===== src/rtl/bnn_pkg.sv =====
package bnn_pkg;
  typedef enum logic [1:0] {
    MODE_GE   = 2'b00,
    MODE_LE   = 2'b01,
    MODE_ZERO = 2'b10,
    MODE_ONE  = 2'b11
  } act_mode_e;
endpackage


===== src/rtl/bnn_xnor_stage.sv =====
module bnn_xnor_stage #(
  parameter int N = 9
) (
  input  logic [N-1:0] rf_i,
  input  logic [N-1:0] weight_i,
  output logic [N-1:0] match_o
);
  for (genvar k = 0; k < N; k++) begin : g_bit
    assign match_o[k] = ~(rf_i[k] ^ weight_i[k]);
  end
endmodule


===== src/rtl/bnn_popcount.sv =====
module bnn_popcount #(
  parameter int N    = 9,
  parameter int CNTW = $clog2(N) + 1
) (
  input  logic [N-1:0]    bits_i,
  output logic [CNTW-1:0] cnt_o
);
  localparam int LEVELS = $clog2(N);
  localparam int P      = 1 << LEVELS;

  // heap-indexed tree: leaves at P..2P-1, root at 1
  logic [CNTW-1:0] node [1:2*P-1];

  for (genvar k = 0; k < P; k++) begin : g_leaf
    if (k < N) begin : g_real
      assign node[P+k] = CNTW'(bits_i[k]);
    end else begin : g_pad
      assign node[P+k] = '0;
    end
  end

  for (genvar i = 1; i < P; i++) begin : g_add
    assign node[i] = node[2*i] + node[2*i+1];
  end

  assign cnt_o = node[1];
endmodule


===== src/rtl/bnn_decide.sv =====
module bnn_decide
  import bnn_pkg::*;
#(
  parameter int CNTW = 5,
  parameter int TW   = 4
) (
  input  logic [CNTW-1:0] cnt_i,
  input  logic [TW-1:0]   thresh_i,
  input  act_mode_e       mode_i,
  output logic            act_o
);
  localparam int CMPW = (CNTW > TW) ? CNTW : TW;

  logic [CMPW-1:0] cnt_x, thr_x;
  assign cnt_x = CMPW'(cnt_i);
  assign thr_x = CMPW'(thresh_i);

  always_comb begin
    unique case (mode_i)
      MODE_GE:   act_o = (cnt_x >= thr_x);
      MODE_LE:   act_o = (cnt_x <= thr_x);
      MODE_ZERO: act_o = 1'b0;
      MODE_ONE:  act_o = 1'b1;
      default:   act_o = 1'b0;
    endcase
  end
endmodule


===== src/rtl/bnn_neuron.sv =====
module bnn_neuron
  import bnn_pkg::*;
#(
  parameter int N  = 9,
  parameter int TW = $clog2(N + 1)
) (
  input  logic [N-1:0]  rf_i,
  input  logic [N-1:0]  weight_i,
  input  logic [TW-1:0] thresh_i,
  input  logic [1:0]    mode_i,
  output logic          act_o
);
  localparam int CNTW = $clog2(N) + 1;

  logic [N-1:0]    match;
  logic [CNTW-1:0] cnt;

  bnn_xnor_stage #(.N(N)) i_xnor (
    .rf_i     (rf_i),
    .weight_i (weight_i),
    .match_o  (match)
  );

  bnn_popcount #(.N(N), .CNTW(CNTW)) i_popcount (
    .bits_i (match),
    .cnt_o  (cnt)
  );

  bnn_decide #(.CNTW(CNTW), .TW(TW)) i_decide (
    .cnt_i    (cnt),
    .thresh_i (thresh_i),
    .mode_i   (act_mode_e'(mode_i)),
    .act_o    (act_o)
  );
endmodule


===== config.mk =====
export PLATFORM = sky130hd
export DESIGN_NAME = bnn_neuron
export DESIGN_NICKNAME = d
export VERILOG_FILES = /design/src/rtl/bnn_pkg.sv /design/src/rtl/bnn_xnor_stage.sv /design/src/rtl/bnn_popcount.sv /design/src/rtl/bnn_decide.sv /design/src/rtl/bnn_neuron.sv
export SDC_FILE = /design/constraint.sdc
export NUM_CORES = 1
export LEC_CHECK = 0
export BUFFER_PORTS_ARGS = -buffer_cell sky130_fd_sc_hd__buf_2
export CAP_MARGIN = 20
export CORE_MARGIN = 10
export CORE_UTILIZATION = 25
export DETAILED_ROUTE_END_ITERATION = 8
export PLACE_DENSITY = 0.64
export SYNTH_ARGS = -nofsm -noshare
export SYNTH_HDL_FRONTEND = slang
export SYNTH_SLANG_ARGS = --single-unit

===== constraint.sdc =====
create_clock -name vclk -period 7.8
set_input_delay 1.56 -clock vclk [all_inputs]
set_output_delay 1.56 -clock vclk [all_outputs]
set_load 0.01 [all_outputs]

==> impl_metrics.py, run 1 <==
metrics = {
    "outcome": {
        "status": "complete, no violations",
    },
    "worst_setup_path": {
        "slowest_stage": "fa_1",
        "startpoint": "weight_i[8]",
        "crit_family": "adder cells",
        "worstPathRequired_ns": 6.24,
        "start_kind": "primary input",
        "path_buf_inv": 5,
        "cp.arrival_ns": 5.50,
        "crit_end": "act_o",
        "worstSetupPathType": "primary input to output port",
        "cp-end-kind": "output port",
        "crit_top_cell": "fa_1",
        "worst_path_largest_cell_delay_ns": 0.53,
        "path_cells": "buf_2 -> xor2_1 -> fa_1 -> inv_1 -> fa_1 -> fa_1 -> fa_1 -> inv_1 -> fa_1 -> inv_1 -> ha_1 -> and4b_1 -> a2111oi_0 -> nand4bb_1 -> buf_2",
        "crit_cells": 15,
        "critPathMaxFanout": 2,
    },
    "yosys": {
        "synth_nets": 79,
        "synth_mux_area_share_pct": 0,
        "synth_fa_ha_area_share_pct": 45.2,
        "ys.warnings.count": 0,
        "netlist_top_cells_area": "fa_1, ha_1, xnor2_1, inv_1, xor2_1",
        "synth-simple-area-share_pct": 12.6,
        "synthCells": 44,
        "synth_top_family_by_area": "adder cells",
        "ys_seq_area_share_pct": 0,
        "ys_types": 17,
        "yosysTopAreaCell": "fa_1",
        "synth_most_common_cell": "inv_1",
        "avgSynthCellArea_sq_um": 8.82,
        "synth_top_area_share_pct": 25.8,
        "syn-cell-area_sq_um": 388,
        "synth-compound-area-share_pct": 9.03,
        "synthTopCellsByCount": "inv_1, xnor2_1, ha_1",
        "synth-xor-area-share_pct": 22.6,
    },
    "detailed_routing": {
        "drc": 0,
        "first_pass_iters": 3,
        "routed_wirelength_um": 878,
        "vias_per_cell": 4.26,
        "vias": 362,
        "drtAntennaViolNets": 0,
        "wl_per_cell_um": 10.3,
        "first_iter_violations": 2,
    },
    "layout": {
        "diodes": 0,
        "finalInstanceArea_sq_um": 533,
        "nClkBuffers": 0,
        "layout.area.seq_sq_um": 0,
        "syn_to_final_growth_pct": 37.4,
        "multi_input_area_sq_um": 347,
        "fin_nets": 106,
        "fill_cells": 166,
        "drive_gt1_share_pct": 36.2,
        "nFlopsAndLatches": 0,
    },
    "floorplan": {
        "die_area_sq_um": 3530,
        "rows": 14,
        "die_y_um": 59.4,
        "dieWidth_um": 59.4,
        "initial_core_util_pct": 26.1,
        "pin_count": 25,
        "coreArea_sq_um": 1490,
    },
    "pwr": {
        "irDropWorstVdd_v": 0.0000617,
        "p_int_mw": 0.0504,
        "p_leak_nw": 0.298,
        "combPwrFrac_pct": 100.0,
        "power.density_nw_per_um2": 187,
        "switchingPower_mw": 0.0493,
        "power_frac_clock_pct": 0,
        "swShare_pct": 49.4,
        "pwr-share-seq_pct": 0,
    },
    "sta": {
        "max_freq_mhz": 142,
        "final_hold_viol_count": 0,
        "setup_violations": 0,
        "rsz0062_at_grt": "no",
        "setup_tns_ns": 0,
        "period_needed_ns": 7.06,
        "worst_slack_ns": 0.735,
        "finalCritPeriodShare_pct": 90.6,
        "slew_headroom_pct": 77.4,
        "slew_viol_final": 0,
        "worstMarginPinSlew_ns": 0.330,
    },
    "global_routing": {
        "antenna_found_initial": 0,
        "grt_usage_pct": 5.13,
        "grt_max_degree": 5,
        "grt_pass1_vias": 412,
        "grt_overflow": 0,
        "grt_pass1_wl_um": 1570,
    },
    "placement": {
        "hpwlAfterDp_um": 898,
        "place.gp.congestion": 0.641,
        "dp_slack_ns": 0.676,
        "port_buffers": 25,
        "dpl_cell_area_sq_um": 533,
    },
    "flow_run": {
        "maxCapViolations": 0,
    },
    "min_path": {
        "hp-class": "primary input to output port",
    },
    "clock_network": {
        "cts_hold_buf": 0,
        "cts_resized": 0,
        "post-cts-setup-buffers": 0,
    },
}
worst min path at each step:
stage | from | to | slack (ns) | cells past startpoint
5_1_grt | mode_i[1] | act_o | 3.54 | 4
3_5_place_dp | mode_i[1] | act_o | 3.50 | 4
3_3_place_gp | mode_i[1] | act_o | 3.48 | 4
2_1_floorplan | mode_i[1] | act_o | 3.28 | 2
4_1_cts | mode_i[1] | act_o | 3.50 | 4
6_report | mode_i[1] | act_o | 3.49 | 4
layout make-up:
| type | instances | share of cell area [%] |
|---|---|---|
| Tap cell | 16 | 3.76 |
| Inverter | 11 | 7.75 |
| Multi-Input combinational cell | 33 | 65.0 |
| Timing Repair Buffer | 25 | 23.5 |
through the flow:
step / std cells / utilization [%] / hold WS, ns / power (mW)
6_report: 85 / 35.8 / 3.49 / 0.0997
2_1_floorplan: 44 / - / 3.28 / 0.0768
5_1_grt: 85 / 35.8 / 3.54 / 0.120
3_5_place_dp: 85 / 35.8 / 3.50 / 0.103
3_3_place_gp: 85 / 35.8 / 3.48 / 0.0992
4_1_cts: 85 / 35.8 / 3.50 / 0.103
power by group through the flow:
stage	Sequential (mW)	Clock [mW]	Combinational, mW
after detailed placement	0	0	0.103
after global placement	0	0	0.0992
after global routing	0	0	0.120
after CTS	0	0	0.103
after floorplan	0	0	0.0768
final	0	0	0.0997
per-layer routing:
| metal | GRT usage, % | routed length (um) | vias up |
|---|---|---|---|
| li1 | - | - | 192 |
| met1 | 5.53 | 307 | 158 |
| met2 | 10.1 | 510 | 12 |
| met3 | 1.29 | 60 | 0 |
| met4 | 0 | 0 | 0 |
| met5 | 0 | 0 | - |
layout by cell type, fill, tap and decap left out:
master / synthesis / final
a2111oi_0: 1 / 1
a21o_1: 1 / 1
a21oi_1: 1 / 1
and4b_1: 1 / 1
buf_2: 0 / 25
fa_1: 5 / 5
ha_1: 6 / 6
inv_1: 11 / 11
nand2_1: 1 / 1
nand4_1: 1 / 1
nand4bb_1: 1 / 1
nor2_1: 1 / 1
nor2b_1: 1 / 1
nor3b_1: 1 / 1
o21ai_0: 1 / 1
o2bb2ai_1: 1 / 1
xnor2_1: 7 / 7
xor2_1: 3 / 3
cells by family (layout without fill, tap and decap cells):
| logic type | count (synthesis) | count (layout) |
|---|---|---|
| fa+ha+maj | 11 | 11 |
| buf+inv | 11 | 36 |
| xor+xnor | 10 | 10 |
| simple gates | 7 | 7 |
| compound gates | 5 | 5 |
Power figures use the tool's default switching activity.
==> inputs of run 2 (changes only) <==
==> constraint.sdc (replaced) <==
create_clock -name vclk -period 8.25
set_input_delay 1.65 -clock vclk [all_inputs]
set_output_delay 1.65 -clock vclk [all_outputs]
set_load 0.01 [all_outputs]
==> run 2 against run 1 <==
Hold slack improved by 0.18 ns. First-iteration DRC count decreased by 50%. Cell count unchanged. Via count up 0.28%. Combinational power decreased by 6.4%. Core utilization stayed put. Non-clock buffer count unchanged. Critical path depth is the same. Highest routed layer unchanged.
==> impl_metrics.py, run 2 (synthesis gave the netlist of run 1 again) <==
metrics = {
    "floorplan": {
        "pin_count": 25,
        "die_area_sq_um": 3530,
        "dieWidth_um": 59.4,
        "coreArea_sq_um": 1490,
        "die_y_um": 59.4,
        "initial_core_util_pct": 26.1,
        "rows": 14,
    },
    "layout": {
        "syn_to_final_growth_pct": 37.4,
        "drive_gt1_share_pct": 36.2,
        "nClkBuffers": 0,
        "final-instance-count-excl-fill": 85,
        "layout.area.seq_sq_um": 0,
        "nFlopsAndLatches": 0,
        "fill_cells": 155,
        "final_common_cell": "buf_2",
        "final_cell_mix": "buf_2, inv_1, xnor2_1, ha_1, fa_1",
        "diodes": 0,
        "fin_nets": 106,
    },
    "worst_setup_path": {
        "crit_family": "adder cells",
        "slowest_stage": "fa_1",
        "worstSetupPathType": "primary input to output port",
        "worstPathRequired_ns": 6.60,
        "crit_top_cell": "fa_1",
        "critPathMaxFanout": 2,
        "cp-end-kind": "output port",
        "cp.arrival_ns": 5.59,
        "crit_cells": 15,
        "path_cells": "buf_2 -> xor2_1 -> fa_1 -> inv_1 -> fa_1 -> fa_1 -> fa_1 -> inv_1 -> fa_1 -> inv_1 -> ha_1 -> and4b_1 -> a2111oi_0 -> nand4bb_1 -> buf_2",
        "start_kind": "primary input",
        "path_buf_inv": 5,
        "worst_path_largest_cell_delay_ns": 0.53,
    },
    "sta": {
        "slew_viol_final": 0,
        "final_hold_viol_count": 0,
        "worst_slack_ns": 1.01,
        "worstMarginPinSlew_ns": 0.300,
        "hold_ws_ns": 3.67,
        "setup_tns_ns": 0,
        "finalCritPeriodShare_pct": 87.8,
        "rsz0062_at_grt": "no",
        "slew_headroom_pct": 79.5,
        "max_freq_mhz": 138,
        "period_needed_ns": 7.24,
        "setup_violations": 0,
    },
    "global_routing": {
        "grt_usage_pct": 4.66,
        "grt_overflow": 0,
        "grt_pass1_wl_um": 1440,
        "grt_pass1_vias": 367,
        "antenna_found_initial": 0,
        "grt_max_degree": 5,
    },
    "clock_network": {
        "post-cts-setup-buffers": 0,
        "cts_hold_buf": 0,
        "cts_resized": 0,
    },
    "pwr": {
        "power_mw": 0.0933,
        "irDropWorstVdd_v": 0.0000739,
        "p_leak_nw": 0.298,
        "power.density_nw_per_um2": 175,
    },
    "outcome": {
        "status": "complete, no violations",
    },
    "min_path": {
        "hp-class": "primary input to output port",
        "hold_path_depth": 4,
    },
    "detailed_routing": {
        "vias": 363,
        "drc": 0,
        "wl_per_cell_um": 9.64,
        "routed_wirelength_um": 819,
        "first_pass_iters": 2,
        "vias_per_cell": 4.27,
        "first_iter_violations": 1,
        "drtAntennaViolNets": 0,
    },
    "placement": {
        "hpwlAfterDp_um": 829,
        "dp_slack_ns": 0.959,
        "dp_cells": 85,
        "port_buffers": 25,
        "place.gp.congestion": 0.665,
    },
    "flow_run": {
        "maxCapViolations": 0,
    },
}
==> run 2: metrics by stage <==
step                area, sq um  utilization (%)
global route                533             35.8
finish                      533             35.8
detailed placement          533             35.8
CTS                         533             35.8
floorplan                   388                -
global placement            533             35.8
==> run 2: tightest hold or removal path: cells and delay by family <==
| family | cells | cell delay [ns] |
|---|---|---|
| buffers and inverters | 2 | 0.24 |
| and+or+nand+nor | 2 | 0.13 |
==> run 2: where the power goes <==
group	switching [mW]	total (mW)	leakage, nW	internal [mW]
Sequential	0	0	0	0
Combinational	0.0460	0.0933	0.298	0.0473
Clock	0	0	0	0
Total	0.0460	0.0933	0.298	0.0473
==> run 2: final cells by class <==
class / count / area, sq um / share of cell area [%]
timing repair buffer: 25 / 125 / 23.5
multi-input combinational: 33 / 347 / 65.0
tap: 16 / 20.0 / 3.76
inverter: 11 / 41.3 / 7.75
==> run 2: final timing paths <==
path,start,end,slack (ns)
max,weight_i[8],act_o,1.01
min,mode_i[1],act_o,3.67
==> run 2: routing by layer <==
metal | vias to the layer above | global-route usage, % | wire, um
li1 | 194 | - | -
met1 | 157 | 5.88 | 298
met2 | 12 | 8.17 | 460
met3 | 0 | 1.07 | 59
met4 | 0 | 0 | 0
met5 | - | 0 | 0
==> inputs of run 3 (changes only) <==
--- a/config.mk
+++ b/config.mk
@@ -10,6 +10,7 @@
 export CORE_MARGIN = 10
 export CORE_UTILIZATION = 25
 export DETAILED_ROUTE_END_ITERATION = 8
+export MAX_ROUTING_LAYER = met4
 export PLACE_DENSITY = 0.64
 export SYNTH_ARGS = -nofsm -noshare
 export SYNTH_HDL_FRONTEND = slang
==> run 3 against run 2 <==
Power about the same. Cell count unchanged. Via count unchanged. Setup slack unchanged. Core utilization unchanged. Flip-flop and latch count unchanged. Combinational power about the same. Maximum frequency unchanged. Design area unchanged. Sequential share of layout area unchanged. Die area unchanged. Count of clock-buffer cells in the layout unchanged. Critical endpoint unchanged.
==> impl_metrics.py, run 3 (synthesis gave the netlist of run 1 again) <==
metrics = {
    "clock_network": {
        "cts_hold_buf": 0,
        "cts_resized": 0,
        "post-cts-setup-buffers": 0,
    },
    "layout": {
        "layout.area.seq_sq_um": 0,
        "fill_cells": 155,
        "diodes": 0,
        "nFlopsAndLatches": 0,
        "fin_nets": 106,
        "nClkBuffers": 0,
        "final_common_cell": "buf_2",
        "multi_input_area_sq_um": 347,
        "syn_to_final_growth_pct": 37.4,
        "final_cell_mix": "buf_2, inv_1, xnor2_1, ha_1, fa_1",
        "drive_gt1_share_pct": 36.2,
    },
    "floorplan": {
        "coreArea_sq_um": 1490,
        "rows": 14,
        "die_area_sq_um": 3530,
        "initial_core_util_pct": 26.1,
        "pin_count": 25,
        "die_y_um": 59.4,
        "dieWidth_um": 59.4,
    },
    "outcome": {
        "status": "complete, no violations",
    },
    "pwr": {
        "power_mw": 0.0933,
        "irDropWorstVdd_v": 0.0000739,
        "power.density_nw_per_um2": 175,
        "p_leak_nw": 0.298,
    },
    "sta": {
        "period_needed_ns": 7.24,
        "hold_ws_ns": 3.67,
        "finalCritPeriodShare_pct": 87.8,
        "setup_violations": 0,
        "final_hold_viol_count": 0,
        "slew_viol_final": 0,
        "max_freq_mhz": 138,
        "rsz0062_at_grt": "no",
        "slew_headroom_pct": 79.5,
        "worstMarginPinSlew_ns": 0.300,
        "setup_tns_ns": 0,
        "worst_slack_ns": 1.01,
    },
    "worst_setup_path": {
        "path_cells": "buf_2 -> xor2_1 -> fa_1 -> inv_1 -> fa_1 -> fa_1 -> fa_1 -> inv_1 -> fa_1 -> inv_1 -> ha_1 -> and4b_1 -> a2111oi_0 -> nand4bb_1 -> buf_2",
        "start_kind": "primary input",
        "worst_path_largest_cell_delay_ns": 0.53,
        "slowest_stage": "fa_1",
        "cp.arrival_ns": 5.59,
        "worstPathRequired_ns": 6.60,
        "cp-end-kind": "output port",
        "crit_top_cell": "fa_1",
        "worstSetupPathType": "primary input to output port",
        "critPathMaxFanout": 2,
    },
    "detailed_routing": {
        "drc": 0,
        "first_pass_iters": 2,
        "wl_per_cell_um": 9.64,
        "first_iter_violations": 1,
        "drtAntennaViolNets": 0,
        "routed_wirelength_um": 819,
        "vias": 363,
        "vias_per_cell": 4.27,
    },
    "global_routing": {
        "grt_max_degree": 5,
        "use_met3_pct": 0.215,
        "grt_pass1_wl_um": 1440,
        "grt_pass1_vias": 367,
        "grt_use_met1_pct": 6.36,
        "grtUsageMet2_pct": 8.17,
        "grt_usage_pct": 4.79,
        "antenna_found_initial": 0,
        "grt.busiest_layer": "met2",
        "grt_overflow": 0,
    },
    "min_path": {
        "hp-class": "primary input to output port",
        "hold_path_depth": 4,
    },
    "placement": {
        "place.gp.congestion": 0.671,
        "hpwlAfterDp_um": 829,
        "port_buffers": 25,
        "dp_slack_ns": 0.959,
    },
    "flow_run": {
        "maxCapViolations": 0,
    },
}
## run 3: cell counts in the layout (fill, tap and decap cells not counted)
No cell type changed its count.
## run 3: area by class of cell
class                      instances  area share (%)
multi-input combinational         33            65.0
timing repair buffer              25            23.5
inverter                          11            7.75
tap                               16            3.76
## run 3: layer usage
layer,share of wire (%),vias up,wire length [um]
met4,0,0,0
met2,56,12,460
met3,3.1,0,25
met5,0,-,0
met1,41,157,333
li1,-,194,-
## run 3: worst paths after layout
| path | start | end |
|---|---|---|
| max | weight_i[8] | act_o |
| min | mode_i[1] | act_o |
## run 3: critical path, delay by kind of cell
kind | cells | cell delay (ns)
buf+inv | 5 | 0.42
compound gates | 1 | 0.34
simple gates | 2 | 0.40
xor+xnor | 1 | 0.17
fa+ha+maj | 6 | 2.61
## run 3: report_power, final
| part | internal, mW | switching (mW) | leakage (nW) |
|---|---|---|---|
| logic | 0.0473 | 0.0460 | 0.298 |
| clock network | 0 | 0 | 0 |
| registers | 0 | 0 | 0 |
| total | 0.0473 | 0.0460 | 0.298 |
## run 3: through the flow
step,instance area (sq um),instances,utilization (%)
floorplan,388,44,-
global placement,533,85,35.8
detailed placement,533,85,35.8
CTS,533,85,35.8
global route,533,85,35.8
finish,533,85,35.8
